===== src/rtl/lcd_pkg.sv =====
package lcd_pkg;
  typedef enum logic [1:0] {
    L_DATA  = 2'd0,
    L_LATCH = 2'd1,
    L_IDLE  = 2'd2
  } line_state_e;

  typedef enum logic {
    F_FIRST = 1'b0,
    F_REST  = 1'b1
  } frame_state_e;
endpackage


===== src/rtl/lcd_line_fsm.sv =====
module lcd_line_fsm
  import lcd_pkg::*;
#(
  parameter int ACTIVE_CLKS = 80,
  parameter int BLANK_CLKS  = 39
) (
  input  logic clk,
  input  logic rst_n,
  output logic den_o,
  output logic lp_o,
  output logic eol_o
);
  localparam int MAXC = (ACTIVE_CLKS > BLANK_CLKS) ? ACTIVE_CLKS : BLANK_CLKS;
  localparam int CW   = $clog2(MAXC + 1);

  line_state_e   state_q, state_d;
  logic [CW-1:0] cnt_q, cnt_d;

  always_comb begin
    state_d = state_q;
    cnt_d   = cnt_q + CW'(1);
    unique case (state_q)
      L_DATA: if (cnt_q == CW'(ACTIVE_CLKS - 1)) begin
        state_d = L_LATCH;
        cnt_d   = '0;
      end
      L_LATCH: begin
        state_d = L_IDLE;
        cnt_d   = '0;
      end
      L_IDLE: if (cnt_q == CW'(BLANK_CLKS - 1)) begin
        state_d = L_DATA;
        cnt_d   = '0;
      end
      default: begin
        state_d = L_DATA;
        cnt_d   = '0;
      end
    endcase
  end

  always_ff @(posedge clk or negedge rst_n) begin
    if (!rst_n) begin
      state_q <= L_DATA;
      cnt_q   <= '0;
    end else begin
      state_q <= state_d;
      cnt_q   <= cnt_d;
    end
  end

  assign den_o = (state_q == L_DATA);
  assign lp_o  = (state_q == L_LATCH);
  assign eol_o = (state_q == L_IDLE) && (cnt_q == CW'(BLANK_CLKS - 1));

  // latch strobe lasts one clock and never overlaps the data window
  a_r1_latch_single: assert property (@(posedge clk) disable iff (!rst_n)
    lp_o |=> !lp_o);
  a_r1_latch_after_data: assert property (@(posedge clk) disable iff (!rst_n)
    lp_o |-> $past(den_o));
  a_r1_no_overlap: assert property (@(posedge clk) disable iff (!rst_n)
    !(den_o && lp_o));
endmodule


===== src/rtl/lcd_frame_fsm.sv =====
module lcd_frame_fsm
  import lcd_pkg::*;
#(
  parameter int LINES = 240
) (
  input  logic clk,
  input  logic rst_n,
  input  logic eol_i,
  output logic flm_o,
  output logic wrap_o
);
  localparam int LW = $clog2(LINES);

  frame_state_e  state_q, state_d;
  logic [LW-1:0] line_q, line_d;

  assign wrap_o = eol_i && (line_q == LW'(LINES - 1));

  always_comb begin
    state_d = state_q;
    line_d  = line_q;
    if (eol_i) begin
      unique case (state_q)
        F_FIRST: begin
          state_d = F_REST;
          line_d  = LW'(1);
        end
        F_REST: begin
          if (line_q == LW'(LINES - 1)) begin
            state_d = F_FIRST;
            line_d  = '0;
          end else begin
            line_d = line_q + LW'(1);
          end
        end
        default: begin
          state_d = F_FIRST;
          line_d  = '0;
        end
      endcase
    end
  end

  always_ff @(posedge clk or negedge rst_n) begin
    if (!rst_n) begin
      state_q <= F_FIRST;
      line_q  <= '0;
    end else begin
      state_q <= state_d;
      line_q  <= line_d;
    end
  end

  assign flm_o = (state_q == F_FIRST);

  // the marker starts and ends only at a row boundary
  a_r3_mark_enters_at_row: assert property (@(posedge clk) disable iff (!rst_n)
    $rose(flm_o) |-> $past(eol_i));
  a_r3_mark_leaves_at_row: assert property (@(posedge clk) disable iff (!rst_n)
    $fell(flm_o) |-> $past(eol_i));
endmodule


===== src/rtl/lcd_polarity.sv =====
module lcd_polarity (
  input  logic clk,
  input  logic rst_n,
  input  logic wrap_i,
  output logic m_o,
  output logic blank_o
);
  logic m_q, m_d, blank_q, blank_d;

  always_comb begin
    m_d     = wrap_i ? ~m_q : m_q;
    blank_d = wrap_i ? 1'b0 : blank_q;
  end

  always_ff @(posedge clk or negedge rst_n) begin
    if (!rst_n) begin
      m_q     <= 1'b0;
      blank_q <= 1'b1;
    end else begin
      m_q     <= m_d;
      blank_q <= blank_d;
    end
  end

  assign m_o     = m_q;
  assign blank_o = blank_q;

  // polarity changes only after a frame wrap
  a_r4_flip_on_wrap: assert property (@(posedge clk) disable iff (!rst_n)
    !$stable(m_q) |-> $past(wrap_i));
  // once released, blanking stays off
  a_r6_blank_stays_off: assert property (@(posedge clk) disable iff (!rst_n)
    !blank_q |=> !blank_q);
endmodule


===== src/rtl/lcd_addr_gen.sv =====
module lcd_addr_gen #(
  parameter int ADDR_W = 15,
  parameter int LAST   = 19199
) (
  input  logic              clk,
  input  logic              rst_n,
  input  logic              en_i,
  input  logic              clr_i,
  output logic [ADDR_W-1:0] addr_o
);
  logic [ADDR_W-1:0] addr_q, addr_d;

  always_comb begin
    addr_d = addr_q;
    if (clr_i)
      addr_d = '0;
    else if (en_i)
      addr_d = (addr_q == ADDR_W'(LAST)) ? '0 : addr_q + ADDR_W'(1);
  end

  always_ff @(posedge clk or negedge rst_n) begin
    if (!rst_n) addr_q <= '0;
    else        addr_q <= addr_d;
  end

  assign addr_o = addr_q;

  // address stays inside the frame and moves only when enabled
  a_r5_in_range: assert property (@(posedge clk) disable iff (!rst_n)
    addr_q <= ADDR_W'(LAST));
  a_r5_hold_idle: assert property (@(posedge clk) disable iff (!rst_n)
    (!$past(en_i) && !$past(clr_i)) |-> $stable(addr_q));
endmodule


===== src/rtl/lcd_stn_timing.sv =====
module lcd_stn_timing #(
  parameter int ACTIVE_CLKS = 80,
  parameter int BLANK_CLKS  = 39,
  parameter int LINES       = 240,
  parameter int ADDR_W      = 15
) (
  input  logic              clk,
  input  logic              rst_n,
  output logic              shift_clk,
  output logic              line_latch,
  output logic              frame_mark,
  output logic              polarity,
  output logic              disp_blank,
  output logic [ADDR_W-1:0] rd_addr
);
  localparam int NIBBLES = LINES * ACTIVE_CLKS;

  logic sync1_q, run_q;
  logic den, lp, eol, flm, wrap, den_run;

  always_ff @(posedge clk or negedge rst_n) begin
    if (!rst_n) begin
      sync1_q <= 1'b0;
      run_q   <= 1'b0;
    end else begin
      sync1_q <= 1'b1;
      run_q   <= sync1_q;
    end
  end

  lcd_line_fsm #(.ACTIVE_CLKS(ACTIVE_CLKS), .BLANK_CLKS(BLANK_CLKS)) u_line (
    .clk(clk), .rst_n(run_q), .den_o(den), .lp_o(lp), .eol_o(eol)
  );

  lcd_frame_fsm #(.LINES(LINES)) u_frame (
    .clk(clk), .rst_n(run_q), .eol_i(eol), .flm_o(flm), .wrap_o(wrap)
  );

  lcd_polarity u_pol (
    .clk(clk), .rst_n(run_q), .wrap_i(wrap), .m_o(polarity), .blank_o(disp_blank)
  );

  lcd_addr_gen #(.ADDR_W(ADDR_W), .LAST(NIBBLES - 1)) u_addr (
    .clk(clk), .rst_n(run_q), .en_i(den_run), .clr_i(wrap), .addr_o(rd_addr)
  );

  // both terms are flop outputs that change at the rising edge, while ~clk is low
  assign den_run    = den & run_q;
  assign shift_clk  = ~clk & den_run;
  assign line_latch = lp & run_q;
  assign frame_mark = flm & run_q;

  // polarity flips exactly when a new frame marker starts
  a_r4_flip_with_mark: assert property (@(posedge clk) disable iff (!run_q)
    !$stable(polarity) |-> $rose(frame_mark));
endmodule


===== config.mk =====
export PLATFORM = sky130hd
export DESIGN_NAME = lcd_stn_timing
export DESIGN_NICKNAME = d
export VERILOG_FILES = /design/src/rtl/lcd_pkg.sv /design/src/rtl/lcd_line_fsm.sv /design/src/rtl/lcd_frame_fsm.sv /design/src/rtl/lcd_polarity.sv /design/src/rtl/lcd_addr_gen.sv /design/src/rtl/lcd_stn_timing.sv
export SDC_FILE = /design/constraint.sdc
export NUM_CORES = 1
export LEC_CHECK = 0
export ABC_AREA = 0
export CAP_MARGIN = 5
export CORE_MARGIN = 4
export CORE_UTILIZATION = 55
export CTS_BUF_LIST = sky130_fd_sc_hd__clkbuf_16
export DETAILED_ROUTE_END_ITERATION = 10
export HOLD_SLACK_MARGIN = 0.12
export PLACE_DENSITY = 0.87
export RECOVER_POWER = 50
export SLEW_MARGIN = 20
export SYNTH_ARGS = -nofsm -noshare
export SYNTH_HDL_FRONTEND = slang
export SYNTH_SLANG_ARGS = --single-unit
export TNS_END_PERCENT = 50

===== constraint.sdc =====
create_clock -name clk -period 2.4 [get_ports clk]
set_input_delay 0.36 -clock clk [delete_from_list [all_inputs] [get_ports clk]]
set_output_delay 0.36 -clock clk [all_outputs]
set_load 0.03 [all_outputs]

Word-level counts from Yosys, hierarchy flattened
Cells that the tools add are included.

Output and inout bits: 20. Input bits: 2. Flip-flop bits (word level): 37. Word-level logic and storage cells: 45.

Mux-type cells: 13. Equality and inequality tests: 8. Reduce and logical (&&, ||, !) cells: 5. Add/sub/neg operators: 3. Bitwise operators: 7.

Operators by type and width (number): $mux W15 (3); $pmux W8 S2 (1); $add A15 B1 Y15 const B (1); $eq A15 B15 Y1 const B (1); $mux W7 (2); $pmux W7 S2 (1); $add A8 B1 Y8 const B (1); $eq A8 B8 Y1 const B (1); $mux W8 (1); $add A7 B1 Y7 const B (1); $eq A7 B6 Y1 const B (1); $eq A7 B7 Y1 const B (1); $pmux W2 S3 (1); $and A1 B1 Y1 (4); $mux W2 (2); $not A1 Y1 (3); $eq A2 B1 Y1 const B (1); $eq A2 B2 Y1 const B (1); $logic_and A1 B1 Y1 (2); $logic_not A2 Y1 (1); $ne A2 B1 Y1 const B (1); $ne A2 B2 Y1 const B (1); $pmux W1 S2 (1); $reduce_and A2 Y1 (1); other kinds (2) (2).

Logic depth before layout (Yosys ltp)
Word-level depth: 4. Depth in mapped cells: 8. Depth with buffers taken out: 6.

By module
A second synthesis with hierarchy kept.

Cell total of the unflattened synthesis: 200. Area, all modules: 2026.9 um2.

By module, submodules not included: lcd_addr_gen (area an instance 850.8 um2, instances 1, cells each 85, sequential area each 375.4 um2); lcd_frame_fsm (area an instance 531.8 um2, instances 1, cells each 60, sequential area each 225.2 um2); lcd_line_fsm (area an instance 493.0 um2, instances 1, cells each 44, sequential area each 225.2 um2); lcd_stn_timing (area an instance 85.1 um2, instances 1, cells each 7, sequential area each 50.0 um2); lcd_polarity (area an instance 66.3 um2, instances 1, cells each 4, sequential area each 51.3 um2).

==> summary.txt <==
Cells and area
  – Ant diodes: 0
  – Sequential cell area: 928.4 um^2
  – FILL cells: 251
  – Share of layout cells above drive strength 1: about a tenth
  – P&R area growth vs syn: 25.10%
  – Fin cells: 272
  – Design area: 0.002382 mm^2
  – Post-layout util: 71.39%
  – Nets: around 230
  – Area of the multi-input gates: 910.9 um^2

Synth
  – Count of state elements after synthesis: 37
  – Post-synthesis cell type count: 48
  – YS warnings: 0
  – Avg Inst Size Synth: 9.816 um^2
  – Seq/Total Area, Yosys: 48.69%
  – Async set-reset flop share out of synthesis: 100.0%
  – Mapped Cells: 194
  – Top FF cell, synth: dfrtp_1
  – Mapped Nets: 200
  – EDFF count, synth: 0
  – Post-Synthesis Cell Area: 0.001904 mm^2

Place
  – Routability cong.: 0.8282
  – IO buf count: 21
  – Hpwl dp: around 2900 um
  – Placed cells: 261
  – Area after DPL: ~0.0022 mm^2

Worst setup path
  – Worst r2r dst: u_addr.addr_o[3]$_DFFE_PN0P_
  – Endpoint class of the critical path: output pin
  – Worst r2r src: u_line.cnt_q[3]$_DFF_PN0_
  – Arrival @ worst endpoint: 1.94 ns
  – Most used cell, CP: clkbuf_16
  – Setup crit start kind: clock port
  – Critical setup path kind: clk -> out
  – CP required: 2.04 ns
  – CP cell instances: clkbuf_16 > clkbuf_16 > nor2_1 > clkdlybuf4s15_2
  – Crit-path slowest cell: clkdlybuf4s15_2
  – Peak per-stage delay on the critical path: 0.32 ns
  – R2R cell count: 4
  – Crit Path Max Fanout: 2
  – Reg2reg setup slack: 0.27 ns

Drt
  – WL final: around 4300 um
  – DR vias: about 1.6k
  – WL/cell: 15.90 um
  – Pre-antenna DRT Iters: 4
  – DR vias/cell: 5.801
  – DRC: 0
  – Iter 0 DRT Violations: between 100 and 150
  – Post-route ant nets: 0

Power
  – Clk pwr share: 47.8%
  – Pwr dens: 788.3 mW/mm^2
  – Leakage: 0.001036 uW
  – VDD IR-drop max: 0.5920 mV
  – Sequential power share: 38.5%
  – Comb power frac: 13.7%
  – Power Internal: 1370 uW
  – Sw Ratio: 27.04%
  – Switching power: 507.7 uW

Floorplan
  – Die Width: ~67 um
  – Top Ports: 22
  – Overall die height: 66.84 um
  – Core area: 0.003337 mm^2
  – Row cnt: 21
  – Initial Utilization: between 50% and 60%
  – Die area: 0.004468 mm^2

Clock tree
  – Post-CTS Setup Bufs: 0
  – Clock transition at path regs: 0.05 ns
  – CTS tree: built
  – Clock Latency Late Sink: 0.39 ns

GRT
  – Initial antenna violation count: 0
  – Gr ovfl total: 0
  – Vias in the first global route: 1636
  – Largest net degree at the start of global routing: 20
  – First-pass GRT wire length: 7500 um
  – GRT Total Usage: between 20% and 30%

STA
  – Hold Vio Cnt, Final: 0
  – Clk_skew: 0.004391 ns
  – Endpoints failing setup: 0
  – Max transition margin: 31.35%
  – RSZ-0062 raised after global routing: no
  – Worst-margin pin slew: 1.030 ns
  – Post-route setup TNS: 0 ns
  – Slew Viols, Final: 0

Outcome
  – Outcome: complete, no violations

Run
  – MaxCap Viol Count: 0

Worst hold path
  – Hold WC Path Type: in -> async
==> stage by stage <==
step                hold slack, ns  power [uW]  worst slack [ns]
floorplan                  0.06441       901.9            0.2197
CTS                         0.1341        1897           0.06777
global route                0.1997        1954           0.05405
global placement            0.2237        1023            0.1042
finish                      0.2021        1878            0.1050
detailed placement          0.2322        1036            0.1039
==> critical path: cells and delay by family <==
family / cells / cell delay, ns
buf+inv: 3 / 0.56
simple gates: 1 / 0.17
==> sequential cells by signal (all words and copies together), names as in the netlist <==
| register | flops |
|---|---|
| u_pol.blank_o | 1 |
| run_q | 1 |
| u_pol.m_o | 1 |
| u_line.cnt_q | 7 |
| u_addr.addr_o | 15 |
| u_frame.state_q | 1 |
| u_frame.line_q | 8 |
| u_line.state_q | 2 |
| sync1_q | 1 |
==> synth_stat cells, drive strengths merged (4+ instances only) <==
cell	count	share of area (%)
nand4	6	2.0
nand2	20	3.9
o21ai	5	1.3
nor4	6	2.0
xor2	6	2.8
a21oi	10	2.8
dfrtp	36	47
nor2	25	5.8
inv	7	1.4
xnor2	8	3.7
ha	4	2.6
and3	4	1.3
nand3	13	3.4
==> layout make-up <==
| type | instances | share of cell area (%) |
|---|---|---|
| repair buffers | 25 | 9.821 |
| flip-flops and latches | 37 | 38.97 |
| multi-input cells | 145 | 38.24 |
| inverters | 7 | 1.103 |
| clock inverters | 3 | 0.5777 |
| well taps | 46 | 2.416 |
| clock buffers | 9 | 8.876 |
==> timing repair <==
item | CTS | global route
resized for setup | 3 | 0
endpoints found under the setup margin | 2 | 0
hold buffers | 0 | 0
==> metal layers <==
metal	part of all wire [%]	global-route usage (%)	up-vias
li1	-	-	754
met1	42	27.90	766
met2	52	36.51	47
met3	3.9	8.769	11
met4	2.5	7.868	0
met5	0	0	-
==> cell families (layout without fill, tap and decap cells) <==
kind of cell / count (synthesis) / after routing / synth area share, %
multiplexers: 3 / 3 / 1.577
adder cells (fa/ha/maj): 4 / 4 / 2.628
buffers and inverters: 12 / 44 / 3.482
flip-flops: 37 / 37 / 48.69
other: 1 / 1 / 0.1969
XOR/XNOR: 14 / 14 / 6.439
AND/OR/NAND/NOR: 95 / 95 / 26.81
AO/OA/AOI/OAI: 28 / 28 / 10.18
==> power by group through the flow <==
stage	Clock (uW)	Combinational [uW]	Sequential, uW
after floorplan	23.9	81.3	797
after global placement	40.6	254	728
after detailed placement	40.6	263	732
after CTS	910	265	723
after global routing	945	280	729
final	898	258	723
==> cell usage in the layout, fill, tap and decap left out, types with 6 or more instances in the layout <==
cell | netlist | routed
nor4_1 | 6 | 6
xnor2_1 | 8 | 8
a21oi_1 | 9 | 9
clkdlybuf4s50_1 | 0 | 15
nor2_1 | 24 | 24
nand3_1 | 13 | 13
nand2_1 | 20 | 20
dfrtp_1 | 36 | 35
nand4_1 | 6 | 6
inv_1 | 7 | 8
xor2_1 | 6 | 6
clkbuf_16 | 0 | 8
==> worst max path at each step <==
stage | from | to | slack (ns) | depth (start not counted)
after floorplan | run_q$_DFF_PN0_ | shift_clk | 0.22 | 3
after global placement | clk | shift_clk | 0.10 | 2
after detailed placement | clk | shift_clk | 0.10 | 2
after CTS | clk | shift_clk | 0.07 | 4
after global routing | run_q$_DFF_PN0_ | line_latch | 0.05 | 4
final | clk | shift_clk | 0.10 | 4
Note: power is estimated with default switching activity, not from simulation.
